==> config.mk <==
export PLATFORM = sky130hd
export DESIGN_NAME = bipolar_line_decoder
export DESIGN_NICKNAME = d
export VERILOG_FILES = /design/src/rtl/bld_pkg.sv /design/src/rtl/bld_polarity_track.sv /design/src/rtl/bld_subst_detect.sv /design/src/rtl/bld_window.sv /design/src/rtl/bld_out_stage.sv /design/src/rtl/bipolar_line_decoder.sv
export SDC_FILE = /design/constraint.sdc
export NUM_CORES = 1
export LEC_CHECK = 0
export BUFFER_PORTS_ARGS = -buffer_cell sky130_fd_sc_hd__buf_2
export CORE_MARGIN = 3
export CORE_UTILIZATION = 47
export CTS_CLUSTER_SIZE = 16
export DETAILED_ROUTE_END_ITERATION = 10
export PLACE_DENSITY_LB_ADDON = 0.25
export SETUP_SLACK_MARGIN = 0.3
export SYNTH_ARGS = -nofsm -noshare
export SYNTH_HDL_FRONTEND = slang
export SYNTH_SLANG_ARGS = --single-unit
==> constraint.sdc <==
create_clock -name clk -period 4.9 [get_ports clk]
set_clock_uncertainty 0.15 [all_clocks]
set_input_delay 0.735 -clock clk [delete_from_list [all_inputs] [get_ports clk]]
set_output_delay 0.735 -clock clk [all_outputs]
set_load 0.02 [all_outputs]
==> src/rtl/bld_pkg.sv <==
package bld_pkg;

  // Look-ahead depth: one B8ZS code spans eight bit times.
  localparam int unsigned LOOKAHEAD = 8;

  typedef enum logic [1:0] {
    MODE_AMI     = 2'b00,
    MODE_HDB3    = 2'b01,
    MODE_B8ZS    = 2'b10,
    MODE_AMI_ALT = 2'b11
  } line_mode_e;

  // One line symbol plus what the decoder has learned about it.
  typedef struct packed {
    logic live;     // written by a real symbol since reset
    logic pos;      // positive-rail mark
    logic neg;      // negative-rail mark
    logic ref_ok;   // a single-rail mark preceded this symbol
    logic ref_pos;  // polarity of that preceding mark
    logic drop;     // inserted pulse, decode as zero
    logic verr;     // substitution V repeated the previous V polarity
  } slot_t;

  function automatic logic is_mark(slot_t s);
    return s.pos ^ s.neg;
  endfunction

  function automatic logic is_space(slot_t s);
    return ~(s.pos | s.neg);
  endfunction

endpackage

==> src/rtl/bld_polarity_track.sv <==
module bld_polarity_track (
  input  logic clk,
  input  logic rst_n,
  input  logic bit_en,
  input  logic rx_pos,
  input  logic rx_neg,
  input  logic v_hit,
  input  logic v_pos,
  output logic ref_ok,
  output logic ref_pos,
  output logic lastv_ok,
  output logic lastv_pos
);

  logic ref_ok_d, ref_pos_d, lastv_ok_d, lastv_pos_d;

  always_comb begin
    ref_ok_d    = ref_ok;
    ref_pos_d   = ref_pos;
    lastv_ok_d  = lastv_ok;
    lastv_pos_d = lastv_pos;
    if (bit_en) begin
      if (rx_pos ^ rx_neg) begin
        ref_ok_d  = 1'b1;
        ref_pos_d = rx_pos;
      end
      if (v_hit) begin
        lastv_ok_d  = 1'b1;
        lastv_pos_d = v_pos;
      end
    end
  end

  always_ff @(posedge clk or negedge rst_n) begin
    if (!rst_n) begin
      ref_ok    <= 1'b0;
      ref_pos   <= 1'b0;
      lastv_ok  <= 1'b0;
      lastv_pos <= 1'b0;
    end else begin
      ref_ok    <= ref_ok_d;
      ref_pos   <= ref_pos_d;
      lastv_ok  <= lastv_ok_d;
      lastv_pos <= lastv_pos_d;
    end
  end

endmodule

==> src/rtl/bld_subst_detect.sv <==
module bld_subst_detect
  import bld_pkg::*;
(
  input  line_mode_e                 mode,
  input  slot_t                      cur,
  input  slot_t [LOOKAHEAD-2:0]      win,
  output logic  [LOOKAHEAD-1:0]      drop_mask,
  output logic                       v_hit,
  output logic                       v_pos
);

  // win[k] holds the symbol that arrived k+1 bit times before cur.
  // drop_mask[0] marks cur, drop_mask[k+1] marks win[k].
  logic hdb_plain, hdb_bal, b8_hit;

  always_comb begin
    hdb_plain = is_space(win[2]) & is_space(win[1]) & is_space(win[0]) &
                is_mark(cur) & cur.ref_ok & (cur.pos == cur.ref_pos);

    hdb_bal   = is_mark(win[2]) & ~win[2].drop & win[2].ref_ok &
                (win[2].pos != win[2].ref_pos) &
                is_space(win[1]) & is_space(win[0]) &
                is_mark(cur) & (cur.pos == win[2].pos);

    b8_hit    = is_space(win[6]) & is_space(win[5]) & is_space(win[4]) &
                is_mark(win[3]) & win[3].ref_ok & (win[3].pos == win[3].ref_pos) &
                is_mark(win[2]) & (win[2].pos != win[3].pos) &
                is_space(win[1]) &
                is_mark(win[0]) & (win[0].pos == win[2].pos) &
                is_mark(cur) & (cur.pos == win[3].pos);

    if (mode != MODE_HDB3) begin
      hdb_plain = 1'b0;
      hdb_bal   = 1'b0;
    end
    if (mode != MODE_B8ZS) begin
      b8_hit = 1'b0;
    end

    drop_mask = '0;
    if (hdb_plain) drop_mask[3:0] = 4'b1111;
    if (hdb_bal) begin
      drop_mask[0] = 1'b1;
      drop_mask[3] = 1'b1;
    end
    if (b8_hit) begin
      drop_mask[0] = 1'b1;
      drop_mask[1] = 1'b1;
      drop_mask[3] = 1'b1;
      drop_mask[4] = 1'b1;
    end

    v_hit = hdb_plain | hdb_bal;
    v_pos = cur.pos;
  end

endmodule

==> src/rtl/bld_window.sv <==
module bld_window
  import bld_pkg::*;
#(
  parameter int unsigned DEPTH = LOOKAHEAD
) (
  input  logic                 clk,
  input  logic                 rst_n,
  input  logic                 bit_en,
  input  slot_t                head,
  input  logic  [DEPTH-1:0]    drop_mask,
  output slot_t [DEPTH-1:0]    stages
);

  slot_t [DEPTH-1:0] stg_q, stg_d;

  always_comb begin
    stg_d = stg_q;
    if (bit_en) begin
      stg_d = {stg_q[DEPTH-2:0], head};
      for (int i = 0; i < DEPTH; i++) begin
        stg_d[i].drop = stg_d[i].drop | drop_mask[i];
      end
    end
  end

  always_ff @(posedge clk or negedge rst_n) begin
    if (!rst_n) stg_q <= '0;
    else        stg_q <= stg_d;
  end

  assign stages = stg_q;

endmodule

==> src/rtl/bld_out_stage.sv <==
module bld_out_stage
  import bld_pkg::*;
#(
  parameter int unsigned RUN_W      = 5,
  parameter int unsigned AMI_ZMAX   = 15,
  parameter int unsigned HDB3_ZMAX  = 3,
  parameter int unsigned B8ZS_ZMAX  = 7
) (
  input  logic       clk,
  input  logic       rst_n,
  input  logic       bit_en,
  input  line_mode_e mode,
  input  slot_t      exit_slot,
  output logic       dec_data,
  output logic       dec_viol
);

  localparam logic [RUN_W-1:0] RUN_TOP = '1;

  logic [RUN_W-1:0] run_q, run_d, zmax;
  logic data_d, viol_d;
  logic space, mark, pol_err, run_err;

  always_comb begin
    case (mode)
      MODE_HDB3: zmax = RUN_W'(HDB3_ZMAX);
      MODE_B8ZS: zmax = RUN_W'(B8ZS_ZMAX);
      default:   zmax = RUN_W'(AMI_ZMAX);
    endcase
    space   = is_space(exit_slot);
    mark    = is_mark(exit_slot);
    pol_err = mark & exit_slot.ref_ok & (exit_slot.pos == exit_slot.ref_pos);
    run_err = space & (run_q >= zmax);

    data_d = dec_data;
    viol_d = dec_viol;
    run_d  = run_q;
    if (bit_en) begin
      if (exit_slot.live) begin
        data_d = ~exit_slot.drop & (exit_slot.pos | exit_slot.neg);
        viol_d = exit_slot.verr | run_err |
                 (~exit_slot.drop & ((exit_slot.pos & exit_slot.neg) | pol_err));
        if (!space)                run_d = '0;
        else if (run_q != RUN_TOP) run_d = run_q + 1'b1;
      end else begin
        data_d = 1'b0;
        viol_d = 1'b0;
      end
    end
  end

  always_ff @(posedge clk or negedge rst_n) begin
    if (!rst_n) begin
      run_q    <= '0;
      dec_data <= 1'b0;
      dec_viol <= 1'b0;
    end else begin
      run_q    <= run_d;
      dec_data <= data_d;
      dec_viol <= viol_d;
    end
  end

  AST_IDLE_HOLD: assert property (@(posedge clk) disable iff (!rst_n)
    !bit_en |=> ($stable(dec_data) && $stable(dec_viol)));

  AST_DROP_SILENT: assert property (@(posedge clk) disable iff (!rst_n)
    (bit_en && exit_slot.live && exit_slot.drop) |=> !dec_data);

  AST_BOTH_RAILS: assert property (@(posedge clk) disable iff (!rst_n)
    (bit_en && exit_slot.live && exit_slot.pos && exit_slot.neg) |=> (dec_data && dec_viol));

endmodule

==> src/rtl/bipolar_line_decoder.sv <==
module bipolar_line_decoder
  import bld_pkg::*;
#(
  parameter int unsigned RUN_W     = 5,
  parameter int unsigned AMI_ZMAX  = 15,
  parameter int unsigned HDB3_ZMAX = 3,
  parameter int unsigned B8ZS_ZMAX = 7
) (
  input  logic       clk,
  input  logic       rst_n,
  input  logic       bit_en,
  input  logic [1:0] mode,
  input  logic       rx_pos,
  input  logic       rx_neg,
  output logic       dec_data,
  output logic       dec_viol
);

  line_mode_e mode_e;
  logic ref_ok, ref_pos, lastv_ok, lastv_pos;
  logic v_hit, v_pos;
  logic [LOOKAHEAD-1:0] drop_mask;
  slot_t cur_slot;
  slot_t [LOOKAHEAD-1:0] win;

  assign mode_e = line_mode_e'(mode);

  always_comb begin
    cur_slot.live    = 1'b1;
    cur_slot.pos     = rx_pos;
    cur_slot.neg     = rx_neg;
    cur_slot.ref_ok  = ref_ok;
    cur_slot.ref_pos = ref_pos;
    cur_slot.drop    = 1'b0;
    cur_slot.verr    = v_hit & lastv_ok & (lastv_pos == v_pos);
  end

  bld_polarity_track u_track (
    .clk       (clk),
    .rst_n     (rst_n),
    .bit_en    (bit_en),
    .rx_pos    (rx_pos),
    .rx_neg    (rx_neg),
    .v_hit     (v_hit),
    .v_pos     (v_pos),
    .ref_ok    (ref_ok),
    .ref_pos   (ref_pos),
    .lastv_ok  (lastv_ok),
    .lastv_pos (lastv_pos)
  );

  bld_subst_detect u_detect (
    .mode      (mode_e),
    .cur       (cur_slot),
    .win       (win[LOOKAHEAD-2:0]),
    .drop_mask (drop_mask),
    .v_hit     (v_hit),
    .v_pos     (v_pos)
  );

  bld_window #(.DEPTH(LOOKAHEAD)) u_window (
    .clk       (clk),
    .rst_n     (rst_n),
    .bit_en    (bit_en),
    .head      (cur_slot),
    .drop_mask (drop_mask),
    .stages    (win)
  );

  bld_out_stage #(
    .RUN_W     (RUN_W),
    .AMI_ZMAX  (AMI_ZMAX),
    .HDB3_ZMAX (HDB3_ZMAX),
    .B8ZS_ZMAX (B8ZS_ZMAX)
  ) u_out (
    .clk       (clk),
    .rst_n     (rst_n),
    .bit_en    (bit_en),
    .mode      (mode_e),
    .exit_slot (win[LOOKAHEAD-1]),
    .dec_data  (dec_data),
    .dec_viol  (dec_viol)
  );

  AST_AMI_KEEPS_PULSES: assert property (@(posedge clk) disable iff (!rst_n)
    (bit_en && (mode_e == MODE_AMI || mode_e == MODE_AMI_ALT)) |-> (drop_mask == '0));

  AST_VERR_HDB3_ONLY: assert property (@(posedge clk) disable iff (!rst_n)
    (bit_en && cur_slot.verr) |-> (mode_e == MODE_HDB3));

  AST_ONE_CODE_AT_A_TIME: assert property (@(posedge clk) disable iff (!rst_n)
    (bit_en && (mode_e == MODE_B8ZS)) |-> !v_hit);

endmodule

==> summary.md, run 1 <==
| Metric | Value |
|---|---|
| Die Wd | `85.8 um` |
| Vias after detailed routing | `1711` |
| Seq cells post-synth | `67` |
| Initial core utilization | `49.6%` |
| Nets | `251` |
| Syn avg cell area | `13.4 um^2` |
| Cell area after synthesis | `2990 um^2` |
| Final Max Slew Viols | `0` |
| Fin crit period | `2.11 ns` |
| CTS resizes | `0` |
| Post-synth EDFFs | `0` |
| Sequential-to-total area share from yosys stat | `56.0%` |
| GRT Util Overall | `15.0%` |
| Area growth syn-to-layout | `9.79%` |
| Worst setup SP type | `register` |
| Synthesized net count | `240` |
| Final setup violation count | `0` |
| Fin crit share | `43.0%` |
| Pwr dens | `430 nW/um^2` |
| Req. time, crit path | `4.98 ns` |
| DRT iter0 DRCs | `60` |
| I/O pins | `9` |
| Root buf cell | `clkbuf_8` |
| Routed Antenna Nets | `0` |
| Synth top area share | `56.0%` |
| Post-synth top cells | `dfrtp_1, mux2_2, inv_1` |
| Input/output buffers | `8` |
| GPL Wtd Cong | `0.758` |
| Setup crit end kind | `register` |
| CP arrival | `2.18 ns` |
| CP Max Fanout | `6` |
| Worst-Margin Slew | `0.643 ns` |
| Congestion Overflow GR | `0` |
| Fin util | `54.5%` |
| Num CTS Buffers | `9` |
| ANT cells | `0` |
| Post-route setup TNS | `0 ns` |
| Layout cell share with drive strength beyond 1 | `34.7%` |
| CTS tree | `built` |
| Fillers | `516` |
| Initial antenna violation count | `0` |
| Rows | `28` |
| Ys flop type | `dfrtp_1` |
| Die Height | `85.8 um` |
| Core Region | `6030 um^2` |
| Clk sink count | `67` |
| Clock-pin slew on the worst setup and hold paths | `0.07 ns` |
| Fin. Hold Viols | `0` |
| Clock Path Buffers | `2` |
| Relative slew slack | `57.2%` |
| Setup bufs post-CTS | `0` |
| Top cells by area, synth | `dfrtp_1, mux2_2, ha_1, o21ai_0, a22o_1` |
| First-pass GRT wire length | `8.45 mm` |
| Largest net degree at the start of global routing | `48` |
| Async S/R FF share, synth | `100%` |
| RSZ-0062 raised after global routing | `no` |
| Synth warnings | `0` |
| Dominant cell type by area after synthesis | `dfrtp_1` |
| CTS H-Tree Depth | `3` |
| Post-synthesis cell type count | `50` |
| Synth Instances | `223` |
| Peak Freq | `0.474 GHz` |
| DRC Markers | `0` |
| Total Wirelength | `4.75 mm` |
| Die area | `7360 um^2` |
| WL/cell | `15.1 um` |
| Most numerous cell in the Yosys netlist | `dfrtp_1` |
| Skew-Pair Late Insertion Delay | `0.34 ns` |
| Crit Path Class | `register to register` |
| Max_cap viols | `0` |
| HPWL after DPL | `3.18 mm` |
| Hold crit path type | `primary input to asynchronous set/reset pin` |
| Vias in the first global route | `1718` |
| Via density | `5.45` |
| Hold-fix buffers, CTS | `0` |
| Status | `finished clean` |
| Drt first pass iters | `4` |
| VDD IR max | `0.000195 V` |
| Lkg Pwr | `1.42 nW` |
-- critical path: stages (launching register included) --
cell and delay [ns]:
dfrtp_1 0.48, inv_1 0.09, ha_1 0.29, and4b_1 0.22, o21ai_2 0.08, a211oi_4 0.33
mux2_1 0.36
-- cell type report --
class / instances / area, um^2 / share of cell area, %
Sequential cell: 67 / 1680 / 51.0
Timing Repair Buffer: 10 / 55.1 / 1.68
Clock buffer: 9 / 124 / 3.77
Tap cell: 75 / 93.8 / 2.86
Multi-Input combinational cell: 133 / 1190 / 36.3
Inverter: 13 / 48.8 / 1.49
Clock inverter: 7 / 92.6 / 2.82
-- sequential cells by signal (all words and copies together), names as in the netlist --
name,count
u_out.dec_data,1
u_out.dec_viol,1
u_out.run_q,5
u_track.lastv_ok,1
u_track.lastv_pos,1
u_track.ref_ok,1
u_track.ref_pos,1
u_window.stages,56
-- per-layer routing --
metal / part of all wire, % / track usage [%] / up-vias / routed length, um
met4: 2.1 / 9.50 / 0 / 99
met1: 50 / 20.9 / 858 / 2370
met5: 0 / 0 / - / 0
met2: 44 / 21.2 / 24 / 2100
li1: - / - / 819 / -
met3: 3.7 / 3.46 / 10 / 176
-- cell families after synthesis --
family	after synthesis	synth area share [%]
AOI/OAI and AO/OA	38	9.91
xor gates and xnor gates	4	1.42
adders and majority gates	10	4.18
buffers and inverters	23	4.06
DFF	67	56.0
muxes	44	16.6
and+or+nand+nor	37	7.82
-- per-stage QoR --
step	total power, W	area (um^2)	worst slack (ns)	hold slack, ns	std cells
finish	0.00141	3280	2.79	0.258	314
global route	0.00149	3280	2.66	0.304	314
detailed placement	0.000927	3070	2.46	0.295	298
CTS	0.00143	3280	2.79	0.278	314
global placement	0.000920	3070	2.49	0.292	298
floorplan	0.000859	2990	2.80	0.281	223
-- cells in the final DEF, fill, tap and decap left out, drive strengths merged, types with 2 or more instances in the layout --
master   n
inv     13
nand3    2
a211oi   2
nor2     6
dfrtp   67
mux2    44
a32o     2
buf     10
ha      10
xnor2    3
bufinv   2
nand4    2
clkinv   5
or2      3
a21oi    2
o21ai   13
a22o     6
and4b    2
nand2    9
clkbuf   9
a21o     2
-- final timing paths --
kind                                          start                  end  slack (ns)  depth (start not counted)
worst min-delay path                          rst_n  u_window.stages[18]        0.26                          1
min in group clk                 u_window.stages[6]   u_window.stages[6]        0.31                          1
worst max-delay path            u_window.stages[19]    u_track.lastv_pos        2.79                          6
max in group asynchronous                     rst_n  u_window.stages[30]        3.40                          2
worst max register to register  u_window.stages[19]    u_track.lastv_pos        2.79                          6
worst min register to register   u_window.stages[6]   u_window.stages[6]        0.31                          1
-- report_power, final --
part | switching [W] | internal (W)
clock | 0.000214 | 0.000285
sequential | 0.0000633 | 0.000631
combinational | 0.000103 | 0.000115
Note: power is estimated with default switching activity, not from simulation.
==> run 2: changes to the inputs <==
- clock period: 4.9 -> 2.1 ns (I/O delays scaled with it)
==> run 2 against run 1 <==
  * Clock power increased by 120%
  * First-iteration DRC count fell by 23%
  * Cell area grew 3.9%
  * Sequential power up 130%
  * Hold slack got worse by 0.18 ns
  * Maximum frequency grew 13%
  * Cell count increased by 2.2%
  * Critical path type unchanged
  * Critical endpoint unchanged
  * Highest routed layer unchanged
==> summary.md, run 2 (synthesized netlist as in run 1, its figures left out) <==
| Metric | Value |
|---|---|
| Die area | `7360 um^2` |
| GPL Wtd Cong | `0.805` |
| Die Height | `85.8 um` |
| Core Region | `6030 um^2` |
| Congestion Overflow GR | `0` |
| DR top layer | `met4` |
| WL/cell | `15.5 um` |
| Bufs and invs on worst path | `1` |
| Detail Route met2 WL | `2.40 mm` |
| CP arrival | `1.93 ns` |
| HP Start | `rx_neg` |
| HPWL after DPL | `3.27 mm` |
| Initial core utilization | `49.6%` |
| Nets | `260` |
| Status | `finished clean` |
| Layout cell share with drive strength beyond 1 | `39.0%` |
| Master of the slowest instance on the critical path | `dfrtp_1` |
| Drt first pass iters | `4` |
| Relative slew slack | `76.2%` |
| Clock-pin slew on the worst setup and hold paths | `0.07 ns` |
| DRT iter0 DRCs | `46` |
| Clk sink count | `67` |
| End of the worst register-to-register path | `u_track.lastv_pos` |
| Setup crit end kind | `register` |
| Fin. Hold Viols | `0` |
| DRC Markers | `0` |
| Rows | `28` |
| GRT Util Overall | `15.8%` |
| Fin crit period | `1.87 ns` |
| Die Wd | `85.8 um` |
| Met1 WL | `2.38 mm` |
| Register-to-Register Path Depth | `6` |
| Top delay family on crit path | `compound AO/OA/AOI/OAI gates` |
| First-pass GRT wire length | `8.96 mm` |
| Num CTS Buffers | `9` |
| CTS H-Tree Depth | `3` |
| RSZ-0062 raised after global routing | `yes` |
| Lkg Pwr | `1.46 nW` |
| I/O pins | `9` |
| Root buf cell | `clkbuf_8` |
| Metal3 WL | `132 um` |
| Max_cap viols | `0` |
| Input/output buffers | `8` |
| Final setup violation count | `0` |
| Fin crit share | `88.8%` |
| Commonest non-fill, non-tap cells in the layout | `dfrtp_1, mux2_2, o21ai_0, clkbuf_8, inv_1` |
| Most common cell after layout, fill and taps aside | `dfrtp_1` |
| Critical Path Max Stage Delay | `0.36 ns` |
| Critical path origin | `u_window.stages[19]` |
| Skew-Pair Late Insertion Delay | `0.33 ns` |
| Clock Path Buffers | `2` |
| Via density | `5.38` |
| Hold EP | `u_track.ref_pos` |
| Pwr dens | `961 nW/um^2` |
| Worst reg2reg startpoint | `u_window.stages[19]` |
| Largest net degree at the start of global routing | `68` |
| Vias in the first global route | `1869` |
| Final worst setup slack | `0.235 ns` |
| Req. time, crit path | `2.17 ns` |
| CTS tree | `built` |
| Total power | `0.00328 W` |
| Area growth syn-to-layout | `14.1%` |
| VDD IR max | `0.000378 V` |
| Crit Path Class | `register to register` |
| Worst-Margin Slew | `0.357 ns` |
| ANT cells | `0` |
| Worst setup SP type | `register` |
| CP Max Fanout | `2` |
| Final Max Slew Viols | `0` |
| Total Wirelength | `4.96 mm` |
| Post-route setup TNS | `0 ns` |
| Hold crit path type | `primary input to register` |
| Reg-to-reg slack, setup | `0.23 ns` |
| Vias after detailed routing | `1726` |
| Peak Freq | `0.536 GHz` |
| Number of flip-flops in the largest register | `56` |
| Depth of the worst hold-timing path | `2` |
| CP Cell Sequence | `inv_2 -> ha_4 -> and4b_1 -> o21ai_2 -> a211oi_4 -> mux2_4` |
| Fillers | `522` |
| Routed Antenna Nets | `0` |
| Initial antenna violation count | `0` |
| Post-Place Setup Slack | `0.149 ns` |
[run 2: per-stage QoR]
stage	hold slack [ns]	instance area, um^2	util [%]	instances
global route	0.0939	3410	56.6	321
global placement	0.213	3130	51.9	302
detailed placement	0.212	3130	51.9	302
floorplan	-0.131	3000	-	223
finish	0.0741	3410	56.6	321
CTS	0.0598	3380	56.1	320
[run 2: area by class of cell]
type,instances,area [um^2],area share (%)
Inverter,13,48.8,1.43
Multi-Input combinational cell,133,1240,36.3
Clock buffer,12,165,4.84
Tap cell,75,93.8,2.75
Timing Repair Buffer,19,154,4.51
Clock inverter,2,35.0,1.03
Sequential cell,67,1680,49.1
[run 2: timing repair]
action,CTS,global route
endpoints found under the setup margin,7,9
buffers inserted,3,1
pin swaps,0,3
hold buffers,1,0
resized for setup,4,5
hold endpoints to repair,67,0
[run 2: routing by layer]
metal	vias up	global-route usage, %
met5	-	0
met4	0	7.77
met3	6	3.75
met2	17	24.8
met1	867	20.6
li1	836	-
[run 2: how the worst max path moves through the flow]
stage | to | slack, ns | cells past startpoint
after floorplan | u_track.lastv_pos | 0.27 | 6
after global placement | u_track.lastv_pos | 0.14 | 6
after detailed placement | u_track.lastv_pos | 0.15 | 6
after CTS | u_track.lastv_pos | 0.23 | 6
after global routing | u_track.lastv_pos | 0.17 | 6
final | u_track.lastv_pos | 0.23 | 6
[run 2: worst register-to-register path, stage by stage, from the launching register on]
cell      delay, ns
dfrtp_1        0.36
inv_2          0.06
ha_4           0.26
and4b_1        0.22
o21ai_2        0.08
a211oi_4       0.28
mux2_4         0.33
[run 2: where the power goes]
group          leakage [nW]  switching [W]  internal, W  total (W)
Combinational         0.591       0.000279     0.000312   0.000592
Sequential            0.769       0.000135      0.00147    0.00161
Clock                 0.104       0.000448     0.000631    0.00108
==> run 3: changes to the inputs <==
- CORE_MARGIN: 3 -> default
- CORE_UTILIZATION: 47 -> 39
- SYNTH_HIERARCHICAL: default -> 1
==> run 3 against run 2 <==
  * Clock power about the same
  * Clock-buffer cell count is 1 higher
  * First-iteration DRC count is 98% higher
  * Critical endpoint is now u_track/lastv_pos
  * Critical path type unchanged
  * Cell count grew 16%
  * Utilization fell by 11 points
  * Global-route usage shrank 2.3 points
  * Synthesized cell count rose by 9.0%
  * Non-clock buffer count is 4 higher
  * Via count increased by 5.1%
  * Setup slack lost 0.067 ns
  * Largest cell class unchanged
  * Hold slack better by 0.031 ns
  * Largest power group unchanged
==> summary.md, run 3 <==
| Metric | Value |
|---|---|
| Status | `finished clean` |
| Congestion Overflow GR | `0` |
| Post-route setup TNS | `0 ns` |
| Die Wd | `94.0 um` |
| Register-to-Register Path Depth | `7` |
| Initial antenna violation count | `0` |
| Most common cell after layout, fill and taps aside | `dfrtp_1` |
| Seq cells post-synth | `67` |
| Clock-pin slew on the worst setup and hold paths | `0.07 ns` |
| CP Max Fanout | `4` |
| Fin crit period | `1.93 ns` |
| Post-synth EDFFs | `0` |
| Hold EP | `u_track/ref_pos` |
| Lkg Pwr | `1.73 nW` |
| Synth Instances | `243` |
| CP arrival | `2.01 ns` |
| Core Region | `8220 um^2` |
| Cells after DPL | `348` |
| First-pass GRT wire length | `9.03 mm` |
| Fin util | `45.4%` |
| Total Wirelength | `5.34 mm` |
| Post-synthesis cell type count | `52` |
| WL/cell | `14.3 um` |
| Final setup violation count | `0` |
| CTS tree | `built` |
| Area growth syn-to-layout | `13.1%` |
| Depth of the worst hold-timing path | `2` |
| Vias after detailed routing | `1814` |
| Largest net degree at the start of global routing | `49` |
| ANT cells | `0` |
| Layout cell share with drive strength beyond 1 | `40.3%` |
| DRT iter0 DRCs | `91` |
| Placed Area | `3390 um^2` |
| Critical path origin | `u_window/stages[4]` |
| Skew-Pair Late Insertion Delay | `0.33 ns` |
| HP Start | `rx_neg` |
| Final Max Slew Viols | `0` |
| VDD IR max | `0.000380 V` |
| Crit Path Class | `register to register` |
| Initial core utilization | `40.2%` |
| Fillers | `755` |
| Fin crit share | `92.0%` |
| Ys flop type | `dfrtp_1` |
| Nets | `280` |
| Top cells by area, synth | `dfrtp_1, mux2_4, ha_1, buf_12, nor2_1` |
| Total power | `0.00351 W` |
| Pwr dens | `941 nW/um^2` |
| Sequential-to-total area share from yosys stat | `50.8%` |
| I/O pins | `9` |
| Req. time, crit path | `2.17 ns` |
| Routed Antenna Nets | `0` |
| RSZ-0062 raised after global routing | `yes` |
| Cell area after synthesis | `3300 um^2` |
| CTS H-Tree Depth | `3` |
| GPL Wtd Cong | `0.730` |
| Number of flip-flops in the largest register | `56` |
| Commonest non-fill, non-tap cells in the layout | `dfrtp_1, mux2_4, nor2_1, buf_4` |
| Worst reg2reg startpoint | `u_window/stages[4]` |
| Input/output buffers | `8` |
| Post-Layout Cell Count | `373` |
| Relative slew slack | `58.9%` |
| Die Height | `94.0 um` |
| Final instance area | `3730 um^2` |
| End of the worst register-to-register path | `u_track/lastv_pos` |
| GRT Util Overall | `13.5%` |
| Rows | `33` |
| Hold crit path type | `primary input to register` |
| Dominant cell type by area after synthesis | `dfrtp_1` |
| Root buf cell | `clkbuf_8` |
| Worst setup SP type | `register` |
| Async S/R FF share, synth | `100%` |
| Num CTS Buffers | `9` |
| Drt first pass iters | `4` |
| Max_cap viols | `0` |
| Syn avg cell area | `13.6 um^2` |
| Setup crit end kind | `register` |
| Die area | `8830 um^2` |
| HPWL after DPL | `3.40 mm` |
| DRC Markers | `0` |
| Most numerous cell in the Yosys netlist | `dfrtp_1` |
| Via density | `4.86` |
| Synth warnings | `6` |
| Post-synth top cells | `dfrtp_1, mux2_4, nor2_1` |
| Synth top area share | `50.8%` |
| Clock Path Buffers | `2` |
| Fin. Hold Viols | `0` |
| Clk sink count | `67` |
| Reg-to-reg slack, setup | `0.17 ns` |
| Peak Freq | `0.518 GHz` |
| Vias in the first global route | `1776` |
| Worst-Margin Slew | `0.617 ns` |
==> run 3: cell count changes in the layout (fill, tap and decap cells not counted), sizes merged, moves of 2 or more <==
cell / previous run / this run
buf: 18 / 22
mux2i: 0 / 2
o21ai: 13 / 4
nor2: 6 / 19
a22o: 6 / 0
nand2: 9 / 7
a211oi: 2 / 0
or3: 0 / 3
conb: 0 / 5
and4b: 2 / 0
o211ai: 0 / 2
a21oi: 2 / 12
mux2: 44 / 49
or2: 3 / 0
==> run 3: layout make-up <==
class | count | area, um^2 | share of cell area (%)
tap | 105 | 131 | 3.52
clock inverter | 2 | 35.0 | 0.939
inverter | 13 | 48.8 | 1.31
multi-input combinational | 150 | 1500 | 40.1
clock buffer | 13 | 159 | 4.26
timing repair buffer | 23 | 183 | 4.89
sequential | 67 | 1680 | 45.0
==> run 3: cells by family (layout without fill, tap and decap cells) <==
kind of cell               Yosys count  after routing  share of synthesized area [%]
other                                3              5                          0.341
adders and majority gates            9              9                           3.41
and+or+nand+nor                     49             49                           8.68
DFF                                 67             67                           50.8
xor gates and xnor gates             4              4                           1.06
muxes                               51             51                           22.4
AOI/OAI and AO/OA                   32             32                           6.67
buffers and inverters               28             51                           6.56
==> run 3: stage by stage <==
stage | setup WS (ns) | hold WS, ns
final | 0.168 | 0.105
after global routing | 0.114 | 0.126
after CTS | 0.183 | 0.0871
after detailed placement | 0.142 | 0.206
after global placement | 0.125 | 0.203
after floorplan | 0.294 | -0.131
==> run 3: worst max path at each step <==
stage and to:
3_3_place_gp u_track/lastv_pos, 4_1_cts u_track/lastv_pos, 6_report u_track/lastv_pos, 2_1_floorplan u_track/lastv_pos
3_5_place_dp u_track/lastv_pos, 5_1_grt u_track/lastv_pos
==> run 3: worst max-delay path: stages (launching register included) <==
cell and delay (ns):
dfrtp_1 0.41, inv_1 0.11, ha_4 0.13, nand2_2 0.04
or4_4 0.47, nor2_4 0.13, nand2_2 0.07, mux2_4 0.30
==> run 3: timing repair <==
item / in CTS / in global routing
setup endpoints to repair: 9 / 11
gates cloned: 0 / 0
setup buffers: 4 / 5
endpoints found under the hold margin: 22 / 0
pin swaps: 2 / 5
gates resized for setup: 4 / 15
hold buffers: 1 / 0
==> run 3: where the power goes <==
part           switching (W)  total (W)  internal (W)  leakage [nW]
Clock               0.000463    0.00107      0.000606        0.0995
Sequential          0.000190    0.00170       0.00151         0.772
Combinational       0.000297   0.000742      0.000445         0.854
Total               0.000949    0.00351       0.00256          1.73
==> run 3: metal layers <==
metal / global-route usage, % / share of wire (%)
met1: 18.4 / 50
met2: 19.8 / 46
met3: 4.85 / 3.2
met4: 4.23 / 0.90
met5: 0 / 0
